File: src/rtl/vdn_pkg.sv
// Package: shared status bit positions and the per-field configuration record.
package vdn_pkg;
    localparam int ST_F1   = 0;
    localparam int ST_F2   = 1;
    localparam int ST_FRM  = 2;
    localparam int ST_NACK = 3;
    localparam int ST_W    = 4;

    typedef struct packed {
        logic en;     // field is displayed
        logic cont;   // continuous mode for this field
        logic frame;  // frame reporting for this field
        logic fid;    // 0 = field 1, 1 = field 2
        logic f2_en;  // field 2 enable as sampled
    } fld_cfg_t;
endpackage

File: src/rtl/vdn_field_ctl.sv
// Field controller: samples the display controls at each field start and
// derives the completion set events and the not-acknowledged interrupt.
// Assumes field_start and field_end are single-cycle strobes that never
// coincide, and that field starts are at least two cycles apart.
module vdn_field_ctl
    import vdn_pkg::*;
(
    input  logic            clk,
    input  logic            rst_n,
    input  logic            field_start,
    input  logic            field_id,
    input  logic            field_end,
    input  logic            disp_en,
    input  logic            cont_mode,
    input  logic            frame_mode,
    input  logic            f1_en,
    input  logic            f2_en,
    input  logic            done_any,
    output fld_cfg_t        cfg,
    output logic [ST_W-1:0] set_vec,
    output logic            irq_o
);
    logic fen_now;
    logic nack_hit;
    logic fin;

    // Purpose: enable that applies to the field now starting.
    assign fen_now  = field_id ? f2_en : f1_en;
    // Purpose: an uncleared completion bit is seen as a displayed field starts.
    assign nack_hit = field_start & disp_en & fen_now & ~cont_mode & done_any;

    // Purpose: latch the field configuration at every field start.
    always_ff @(posedge clk) begin
        if (!rst_n) begin
            cfg <= '0;
        end else if (field_start) begin
            cfg.en    <= disp_en & fen_now;
            cfg.cont  <= cont_mode;
            cfg.frame <= frame_mode;
            cfg.fid   <= field_id;
            cfg.f2_en <= f2_en;
        end
    end

    // Purpose: register the interrupt pulse.
    always_ff @(posedge clk) begin
        if (!rst_n) irq_o <= 1'b0;
        else        irq_o <= nack_hit;
    end

    // Purpose: decode the completion set events at field end.
    always_comb begin
        fin              = field_end & cfg.en & ~cfg.cont;
        set_vec          = '0;
        set_vec[ST_F1]   = fin & ~cfg.frame & ~cfg.fid;
        set_vec[ST_F2]   = fin & ~cfg.frame &  cfg.fid;
        set_vec[ST_FRM]  = fin &  cfg.frame & (cfg.fid | ~cfg.f2_en);
        set_vec[ST_NACK] = nack_hit;
    end

    a_r6_irq_after_start: assert property (@(posedge clk) disable iff (!rst_n)
        irq_o |-> $past(field_start));

    a_r11_cfg_held: assert property (@(posedge clk) disable iff (!rst_n)
        !field_start |=> $stable(cfg));

    a_r3_cont_quiet: assert property (@(posedge clk) disable iff (!rst_n)
        (field_start && cont_mode) |=> !irq_o);
endmodule

File: src/rtl/vdn_status.sv
// Status register: write-1-to-clear bits, where a set event beats a clear
// arriving in the same cycle.
module vdn_status
    import vdn_pkg::*;
(
    input  logic            clk,
    input  logic            rst_n,
    input  logic [ST_W-1:0] set_i,
    input  logic [ST_W-1:0] clr_i,
    output logic [ST_W-1:0] stat_o
);
    // Purpose: one generated flop per status bit.
    for (genvar k = 0; k < ST_W; k++) begin : g_bit
        always_ff @(posedge clk) begin
            if (!rst_n)        stat_o[k] <= 1'b0;
            else if (set_i[k]) stat_o[k] <= 1'b1;
            else if (clr_i[k]) stat_o[k] <= 1'b0;
        end

        a_r10_set_wins: assert property (@(posedge clk) disable iff (!rst_n)
            set_i[k] |=> stat_o[k]);

        a_r10_clear: assert property (@(posedge clk) disable iff (!rst_n)
            (clr_i[k] && !set_i[k]) |=> !stat_o[k]);
    end
endmodule

File: src/rtl/vdn_pixpath.sv
// Pixel path: registered refill requests, pixel select and timing output.
// Assumes en_i is steady for the whole active window of a field.
module vdn_pixpath #(
    parameter int LVL_W = 6,
    parameter int PIX_W = 10
) (
    input  logic             clk,
    input  logic             rst_n,
    input  logic             active_i,
    input  logic             en_i,
    input  logic [LVL_W-1:0] level_i,
    input  logic [LVL_W-1:0] thresh_i,
    input  logic [PIX_W-1:0] fifo_data_i,
    input  logic [PIX_W-1:0] default_i,
    output logic             dma_req_o,
    output logic [PIX_W-1:0] pix_o,
    output logic             de_o
);
    localparam logic [PIX_W-1:0] BLANK = '0;

    // Purpose: request, pixel and timing registers.
    always_ff @(posedge clk) begin
        if (!rst_n) begin
            dma_req_o <= 1'b0;
            pix_o     <= BLANK;
            de_o      <= 1'b0;
        end else begin
            dma_req_o <= active_i & en_i & (level_i < thresh_i);
            de_o      <= active_i;
            if (!active_i)  pix_o <= BLANK;
            else if (en_i)  pix_o <= fifo_data_i;
            else            pix_o <= default_i;
        end
    end

    a_r9_req_in_window: assert property (@(posedge clk) disable iff (!rst_n)
        dma_req_o |-> $past(active_i));

    a_r7_no_req_disabled: assert property (@(posedge clk) disable iff (!rst_n)
        dma_req_o |-> $past(en_i));

    a_r1_de_follows: assert property (@(posedge clk) disable iff (!rst_n)
        $past(active_i) |-> de_o);
endmodule

File: src/rtl/vid_field_notify.sv
// Top: per-field display gating and completion notification for a video
// output engine. Raster timing, FIFO storage and the DMA engine are external.
module vid_field_notify
    import vdn_pkg::*;
#(
    parameter int LVL_W = 6,
    parameter int PIX_W = 10
) (
    input  logic             clk,
    input  logic             rst_n,
    input  logic             field_start,
    input  logic             field_id,
    input  logic             field_end,
    input  logic             active,
    input  logic             disp_en,
    input  logic             cont_mode,
    input  logic             frame_mode,
    input  logic             f1_en,
    input  logic             f2_en,
    input  logic [LVL_W-1:0] fifo_level,
    input  logic [LVL_W-1:0] fifo_thresh,
    input  logic [PIX_W-1:0] fifo_data,
    input  logic [PIX_W-1:0] default_pix,
    input  logic [3:0]       status_clr,
    output logic             dma_req,
    output logic [PIX_W-1:0] pix_out,
    output logic             de_out,
    output logic [3:0]       status,
    output logic             nack_irq
);
    fld_cfg_t        cfg;
    logic [ST_W-1:0] set_vec;
    logic            done_any;

    // Purpose: any completion bit still waiting for acknowledgement.
    assign done_any = status[ST_F1] | status[ST_F2] | status[ST_FRM];

    vdn_field_ctl u_ctl (
        .clk        (clk),
        .rst_n      (rst_n),
        .field_start(field_start),
        .field_id   (field_id),
        .field_end  (field_end),
        .disp_en    (disp_en),
        .cont_mode  (cont_mode),
        .frame_mode (frame_mode),
        .f1_en      (f1_en),
        .f2_en      (f2_en),
        .done_any   (done_any),
        .cfg        (cfg),
        .set_vec    (set_vec),
        .irq_o      (nack_irq)
    );

    vdn_status u_stat (
        .clk   (clk),
        .rst_n (rst_n),
        .set_i (set_vec),
        .clr_i (status_clr),
        .stat_o(status)
    );

    vdn_pixpath #(.LVL_W(LVL_W), .PIX_W(PIX_W)) u_pix (
        .clk        (clk),
        .rst_n      (rst_n),
        .active_i   (active),
        .en_i       (cfg.en),
        .level_i    (fifo_level),
        .thresh_i   (fifo_thresh),
        .fifo_data_i(fifo_data),
        .default_i  (default_pix),
        .dma_req_o  (dma_req),
        .pix_o      (pix_out),
        .de_o       (de_out)
    );

    a_r6_sticky_with_irq: assert property (@(posedge clk) disable iff (!rst_n)
        nack_irq |-> status[ST_NACK]);
endmodule

File: config.mk
export PLATFORM = sky130hd
export DESIGN_NAME = vid_field_notify
export DESIGN_NICKNAME = d
export VERILOG_FILES = /design/src/rtl/vdn_pkg.sv /design/src/rtl/vdn_field_ctl.sv /design/src/rtl/vdn_status.sv /design/src/rtl/vdn_pixpath.sv /design/src/rtl/vid_field_notify.sv
export SDC_FILE = /design/constraint.sdc
export NUM_CORES = 1
export LEC_CHECK = 0
export BUFFER_PORTS_ARGS = -buffer_cell sky130_fd_sc_hd__buf_2
export CAP_MARGIN = 20
export CORE_MARGIN = 2
export CORE_UTILIZATION = 43
export DETAILED_ROUTE_END_ITERATION = 8
export PLACE_DENSITY_LB_ADDON = 0.08
export SLEW_MARGIN = 20
export SYNTH_ARGS = -nofsm -noshare
export SYNTH_HDL_FRONTEND = slang
export SYNTH_SLANG_ARGS = --single-unit
export TNS_END_PERCENT = 5
File: constraint.sdc
create_clock -name clk -period 3.4 [get_ports clk]
set_input_delay 0.51 -clock clk [delete_from_list [all_inputs] [get_ports clk]]
set_output_delay 0.51 -clock clk [all_outputs]
set_load 0.02 [all_outputs]
==> flow_summary.json, run 1 <==
{
  "status": "complete, no violations",
  "dieArea_um2": 2620,
  "wl_met3_um": 163,
  "tns_ns": 0,
  "max-slew-margin-rel": 0.601,
  "tritoncts": "done",
  "dr_total_vias": 863,
  "critPathArrivalTime_ns": 0.85,
  "layout_min_cycle_time_ns": 1.36,
  "setup_viol": 0,
  "grt_antenna_before_repair": 0,
  "rsz0062_at_grt": "false",
  "cp.required_ns": 2.89,
  "synthCells": 94,
  "max_freq_mhz": 734,
  "crit_family": "flip-flops",
  "ys_warn_count": 0,
  "viasPerCell": 4.66,
  "crit_chain": "buf_2",
  "routed_wl_um": 1950,
  "syn_area_um2": 958,
  "coreArea_um2": 2150,
  "htreeDepth": 1,
  "firstDrtPassIters": 3,
  "postCtsHoldBufs": 0,
  "whs_ns": 0.436,
  "synth.avg_cell_area_um2": 10.2,
  "clkLatencyLatePin_ns": 0.30,
  "crit_path_start_kind": "register",
  "area_growth_pct": 37.6,
  "hpwl_um": 1580,
  "cts_setup_buffers": 0,
  "irDropWorstVdd_mv": 0.275,
  "ys_ff_latch": 22,
  "fp.dieW_um": 51.2,
  "antenna_cells": 0,
  "maxCapViolCount": 0,
  "finalInstanceArea_um2": 1320,
  "grt_pass1_vias": 752,
  "critPathCaptureType": "output port",
  "gr-total-overflow": 0,
  "dieHeight_um": 51.2,
  "drive_above_1_share": 0.446,
  "routedWlPerCell_um": 10.5,
  "cts-buffers-inserted": 3,
  "first_iter_violations": 5,
  "hold_viol": 0,
  "clk_pin_slew_ns": 0.12,
  "tightest_slew_ns": 0.598,
  "ioPinCount": 64,
  "initial_utilization": 0.446,
  "p_total_w": 0.000494,
  "row_count": 17,
  "topRoutingLayerUsed": "met4",
  "fillers": 221,
  "place_congestion": 0.664,
  "cts.sinks": 22,
  "max_stage_delay_ns": 0.38,
  "wl_met1_um": 838,
  "maxSlewViolCount": 0,
  "root_buffer": "clkbuf_4",
  "criticalPathCategory": "register to output port",
  "io_buffer_count": 63,
  "cp_max_fo": 3,
  "finClkSkew_ns": 0.00535,
  "ys_seq_area_frac": 0.460,
  "synth_fp_nets": 146,
  "grt_use_total": 0.153,
  "timing.final.crit_share": 0.401,
  "grt_max_degree": 13,
  "critPathSlowestCell": "dfxtp_1",
  "synth_cell_type_count": 26,
  "final_antenna_net_count": 0,
  "ctsResizeCount": 0,
  "clockBufferDepth": 2,
  "utilization": 0.614,
  "power.leakage_nw": 0.695,
  "fin_nets": 210,
  "dpl_cell_area_um2": 1280,
  "grt_pass1_wl_um": 3010,
  "wl_met2_um": 928,
  "worst-path-buf-inv": 1,
  "hp-class": "primary input to register",
  "power.density_nw_per_um2": 375,
  "drc_errors": 0
}
==> state kept, by name (all words and copies together) (netlist names) <==
register and count:
u_pix.dma_req_o 1, u_pix.de_o 1, u_stat.stat_o 4, u_ctl.cfg 5
u_ctl.irq_o 1, u_pix.pix_o 10
==> worst paths after layout <==
path	start	endpoint	slack, ns	depth (start not counted)
worst max-delay path	u_stat.stat_o[2]	status[2]	2.04	1
worst min-delay path	default_pix[2]	u_pix.pix_o[2]	0.44	3
worst max register to register	u_ctl.cfg[4]	u_pix.dma_req_o	2.04	3
worst min register to register	u_ctl.cfg[1]	u_stat.stat_o[1]	0.51	2
==> cell usage in the layout (no fill, tap or decap) <==
master	synthesis	final
inv_1	9	9
nand2_4	1	1
a21o_1	1	1
a32oi_1	1	1
nor2b_1	6	6
mux2i_1	15	15
nand3_1	2	2
o21a_1	1	1
nor2_1	10	10
o211a_1	1	1
buf_2	0	63
nand2_1	1	1
nand3b_1	3	3
a31oi_1	1	1
dfxtp_1	22	22
and2_1	2	2
nor3_1	1	1
nand2b_1	2	2
a2111oi_2	1	1
clkbuf_4	0	3
o21ai_0	2	2
o22ai_1	1	1
and3b_1	1	1
ha_1	5	5
nor4_2	1	1
clkbuf_8	0	1
==> area by class of cell <==
cell class	instances	area (um2)	area share
clock buffers	4	36.3	0.0275
inverters	9	33.8	0.0256
multi-input cells	59	458	0.347
repair buffers	63	315	0.239
flip-flops and latches	22	440	0.334
well taps	28	35.0	0.0266
==> synthesized netlist by cell type <==
cell type	n	area (um2)
a2111oi_2	1	15.0
a21o_1	1	7.51
a31oi_1	1	6.26
a32oi_1	1	8.76
and2_1	2	12.5
and3b_1	1	8.76
buf_4	1	7.51
buf_6	1	11.3
clkbuf_1	2	7.51
dfxtp_1	22	440
ha_1	5	62.6
inv_1	9	33.8
mux2i_1	15	150
nand2_1	1	3.75
nand2_4	1	11.3
nand2b_1	2	12.5
nand3_1	2	10.0
nand3b_1	3	22.5
nor2_1	10	37.5
nor2b_1	6	37.5
nor3_1	1	5.00
nor4_2	1	12.5
o211a_1	1	10.0
o21a_1	1	7.51
o21ai_0	2	10.0
o22ai_1	1	6.26
==> routing by layer <==
layer  vias up  global-route usage
li1        444                   -
met1       382               0.177
met2        35               0.266
met3         2              0.0380
met4         0              0.0658
met5         -                   0
==> worst reg2reg max path: stages (launching register included) <==
cell	delay, ns
dfxtp_1	0.72
inv_1	0.17
a2111oi_2	0.24
o211a_1	0.18
==> cells by family (layout without fill, tap and decap cells) <==
group,Yosys count,in the layout,synth area share
and+or+nand+nor,30,30,0.181
DFF,22,22,0.460
muxes,15,15,0.157
buffers and inverters,13,76,0.0627
AOI/OAI and AO/OA,9,9,0.0744
adders and majority gates,5,5,0.0653
==> where the power goes <==
part | internal [W] | switching [W] | leakage (nW)
sequential | 0.000267 | 0.00000562 | 0.180
clock | 0.0000652 | 0.0000770 | 0.0210
combinational | 0.0000416 | 0.0000375 | 0.494
==> through the flow <==
stage | setup WS [ns] | std cells
detailed placement | 1.79 | 181
global route | 1.93 | 185
CTS | 2.02 | 185
finish | 2.04 | 185
floorplan | 2.00 | 94
global placement | 1.83 | 181
(Power assumes the default switching activity.)
==> inputs of run 2 (changes only) <==
--- a/config.mk
+++ b/config.mk
@@ -8,7 +8,7 @@
 export BUFFER_PORTS_ARGS = -buffer_cell sky130_fd_sc_hd__buf_2
 export CAP_MARGIN = 20
 export CORE_MARGIN = 2
-export CORE_UTILIZATION = 43
+export CORE_UTILIZATION = 36
 export DETAILED_ROUTE_END_ITERATION = 8
 export PLACE_DENSITY_LB_ADDON = 0.08
 export SLEW_MARGIN = 20
==> constraint.sdc (replaced) <==
create_clock -name clk -period 1.2 [get_ports clk]
set_input_delay 0.18 -clock clk [delete_from_list [all_inputs] [get_ports clk]]
set_output_delay 0.18 -clock clk [all_outputs]
set_load 0.02 [all_outputs]
==> run 2 against run 1 <==
Compared with the run above: highest routed layer unchanged; cell count grew 3.8%; hold slack worse by 0.34 ns; die area grew 18%; clock skew shrank 0.0035 ns; power grew to 3.2 times the previous value; sequential cell count unchanged; via count grew 1.3%.
==> flow_summary.json, run 2 (synthesis results as in run 1) <==
{
  "status": "complete, no violations",
  "crit_chain": "buf_2",
  "io_buffer_count": 63,
  "clockBufferDepth": 2,
  "worst-r2r-setup-slack_ns": 0.20,
  "cts-buffers-inserted": 3,
  "clkLatencyLatePin_ns": 0.30,
  "maxCapViolCount": 0,
  "dp_slack_ns": 0.00867,
  "row_count": 18,
  "setup_slack_ns": 0.171,
  "rr_startpoint": "u_stat.stat_o[1]",
  "cts_setup_buffers": 0,
  "max_freq_mhz": 972,
  "clk_pin_slew_ns": 0.12,
  "crit_family": "flip-flops",
  "rsz0062_at_grt": "false",
  "ctsResizeCount": 0,
  "pwr-share-clk": 0.355,
  "crit_path_start_kind": "register",
  "grt_max_degree": 14,
  "drc_errors": 0,
  "r2r_end": "u_stat.stat_o[3]",
  "gr-total-overflow": 0,
  "cp_max_fo": 3,
  "routed_wl_um": 2050,
  "antenna_cells": 0,
  "power.density_nw_per_um2": 1140,
  "critPathCaptureType": "output port",
  "grt_antenna_before_repair": 0,
  "area_growth_pct": 43.5,
  "final_cell_mix": "buf_2, dfxtp_1, mux2i_1, nor2_1, inv_1",
  "first_iter_violations": 8,
  "seqPwrFrac": 0.489,
  "fin_nets": 215,
  "critPathSlowestCell": "dfxtp_1",
  "tightest_slew_ns": 0.301,
  "grt_pass1_vias": 856,
  "switching_share": 0.221,
  "place_congestion": 0.721,
  "coreArea_um2": 2500,
  "hp-class": "primary input to register",
  "htreeDepth": 1,
  "drive_above_1_share": 0.463,
  "final_cells": 192,
  "irDropWorstVdd_mv": 0.635,
  "tns_ns": 0,
  "final_antenna_net_count": 0,
  "tritoncts": "done",
  "grt_pass1_wl_um": 3420,
  "hold_depth": 3,
  "dieHeight_um": 55.6,
  "ioPinCount": 64,
  "dr_total_vias": 874,
  "grt_use_total": 0.138,
  "timing.final.crit_share": 0.858,
  "finClkSkew_ns": 0.00186,
  "layout_min_cycle_time_ns": 1.03,
  "setup_viol": 0,
  "maxSlewViolCount": 0,
  "routedWlPerCell_um": 10.7,
  "critPathArrivalTime_ns": 0.85,
  "criticalPathCategory": "register to output port",
  "root_buffer": "clkbuf_4",
  "reg.largest.list": "u_pix.pix_o (10), u_ctl.cfg (5), u_stat.stat_o (4)",
  "largest_register_ffs": 10,
  "postCtsHoldBufs": 0,
  "cts.sinks": 22,
  "final_common_cell": "buf_2",
  "r2r_cells": 3,
  "hpwl_um": 1740,
  "switchingPower_w": 0.000347,
  "initial_utilization": 0.383,
  "largest-register": "u_pix.pix_o",
  "max_stage_delay_ns": 0.37,
  "hold_viol": 0,
  "min_to": "u_pix.pix_o[2]",
  "worst-path-buf-inv": 1,
  "max-slew-margin-rel": 0.798,
  "p_comb_frac": 0.156,
  "dieArea_um2": 3090,
  "fillers": 256,
  "power.leakage_nw": 0.726,
  "firstDrtPassIters": 2,
  "viasPerCell": 4.55,
  "dp_cells": 188,
  "hold_start": "default_pix[2]",
  "intPower_w": 0.00122,
  "fp.dieW_um": 55.6,
  "cp.required_ns": 1.02
}
-- run 2: cell types whose count changed in the layout (fill, tap and decap cells not counted), sizes merged --
cell    before  now
clkbuf       4    3
bufinv       0    1
buf         63   68
-- run 2: power by group through the flow --
stage	clock [W]	combinational [W]	sequential, W
floorplan	0	0.000105	0.000807
global placement	0	0.000240	0.000784
detailed placement	0	0.000249	0.000785
CTS	0.000576	0.000250	0.000769
global route	0.000608	0.000274	0.000772
finish	0.000558	0.000245	0.000768
-- run 2: per-layer routing --
metal  share of wire  global-route usage  wire length [um]
met4          0.0063              0.0627                13
met3           0.072              0.0419               148
met2            0.50               0.245              1030
met5               0                   0                 0
met1            0.42               0.150               863
-- run 2: layout make-up --
type | count | area [um2] | share of cell area
clock buffers | 3 | 22.5 | 0.0164
flip-flops and latches | 22 | 440 | 0.320
multi-input cells | 59 | 458 | 0.333
clock inverters | 1 | 30.0 | 0.0218
inverters | 9 | 33.8 | 0.0246
repair buffers | 68 | 353 | 0.257
well taps | 30 | 37.5 | 0.0273
-- run 2: worst max path at each step --
| stage | slack (ns) | cells past startpoint | from | endpoint |
|---|---|---|---|---|
| 2_1_floorplan | 0.13 | 4 | fifo_thresh[5] | u_pix.dma_req_o |
| 3_3_place_gp | 0.03 | 4 | fifo_level[5] | u_pix.dma_req_o |
| 3_5_place_dp | 0.009 | 4 | fifo_level[5] | u_pix.dma_req_o |
| 4_1_cts | 0.16 | 1 | u_stat.stat_o[2] | status[2] |
| 5_1_grt | 0.12 | 1 | u_stat.stat_o[0] | status[0] |
| 6_report | 0.17 | 1 | u_stat.stat_o[1] | status[1] |
-- run 2: per-stage QoR --
stage / util / hold slack [ns] / power [W] / cell area, um2
2_1_floorplan: - / 0.324 / 0.000912 / 958
3_3_place_gp: 0.529 / 0.409 / 0.00102 / 1320
3_5_place_dp: 0.529 / 0.418 / 0.00103 / 1320
4_1_cts: 0.550 / 0.0844 / 0.00159 / 1380
5_1_grt: 0.550 / 0.0877 / 0.00165 / 1380
6_report: 0.550 / 0.0970 / 0.00157 / 1380
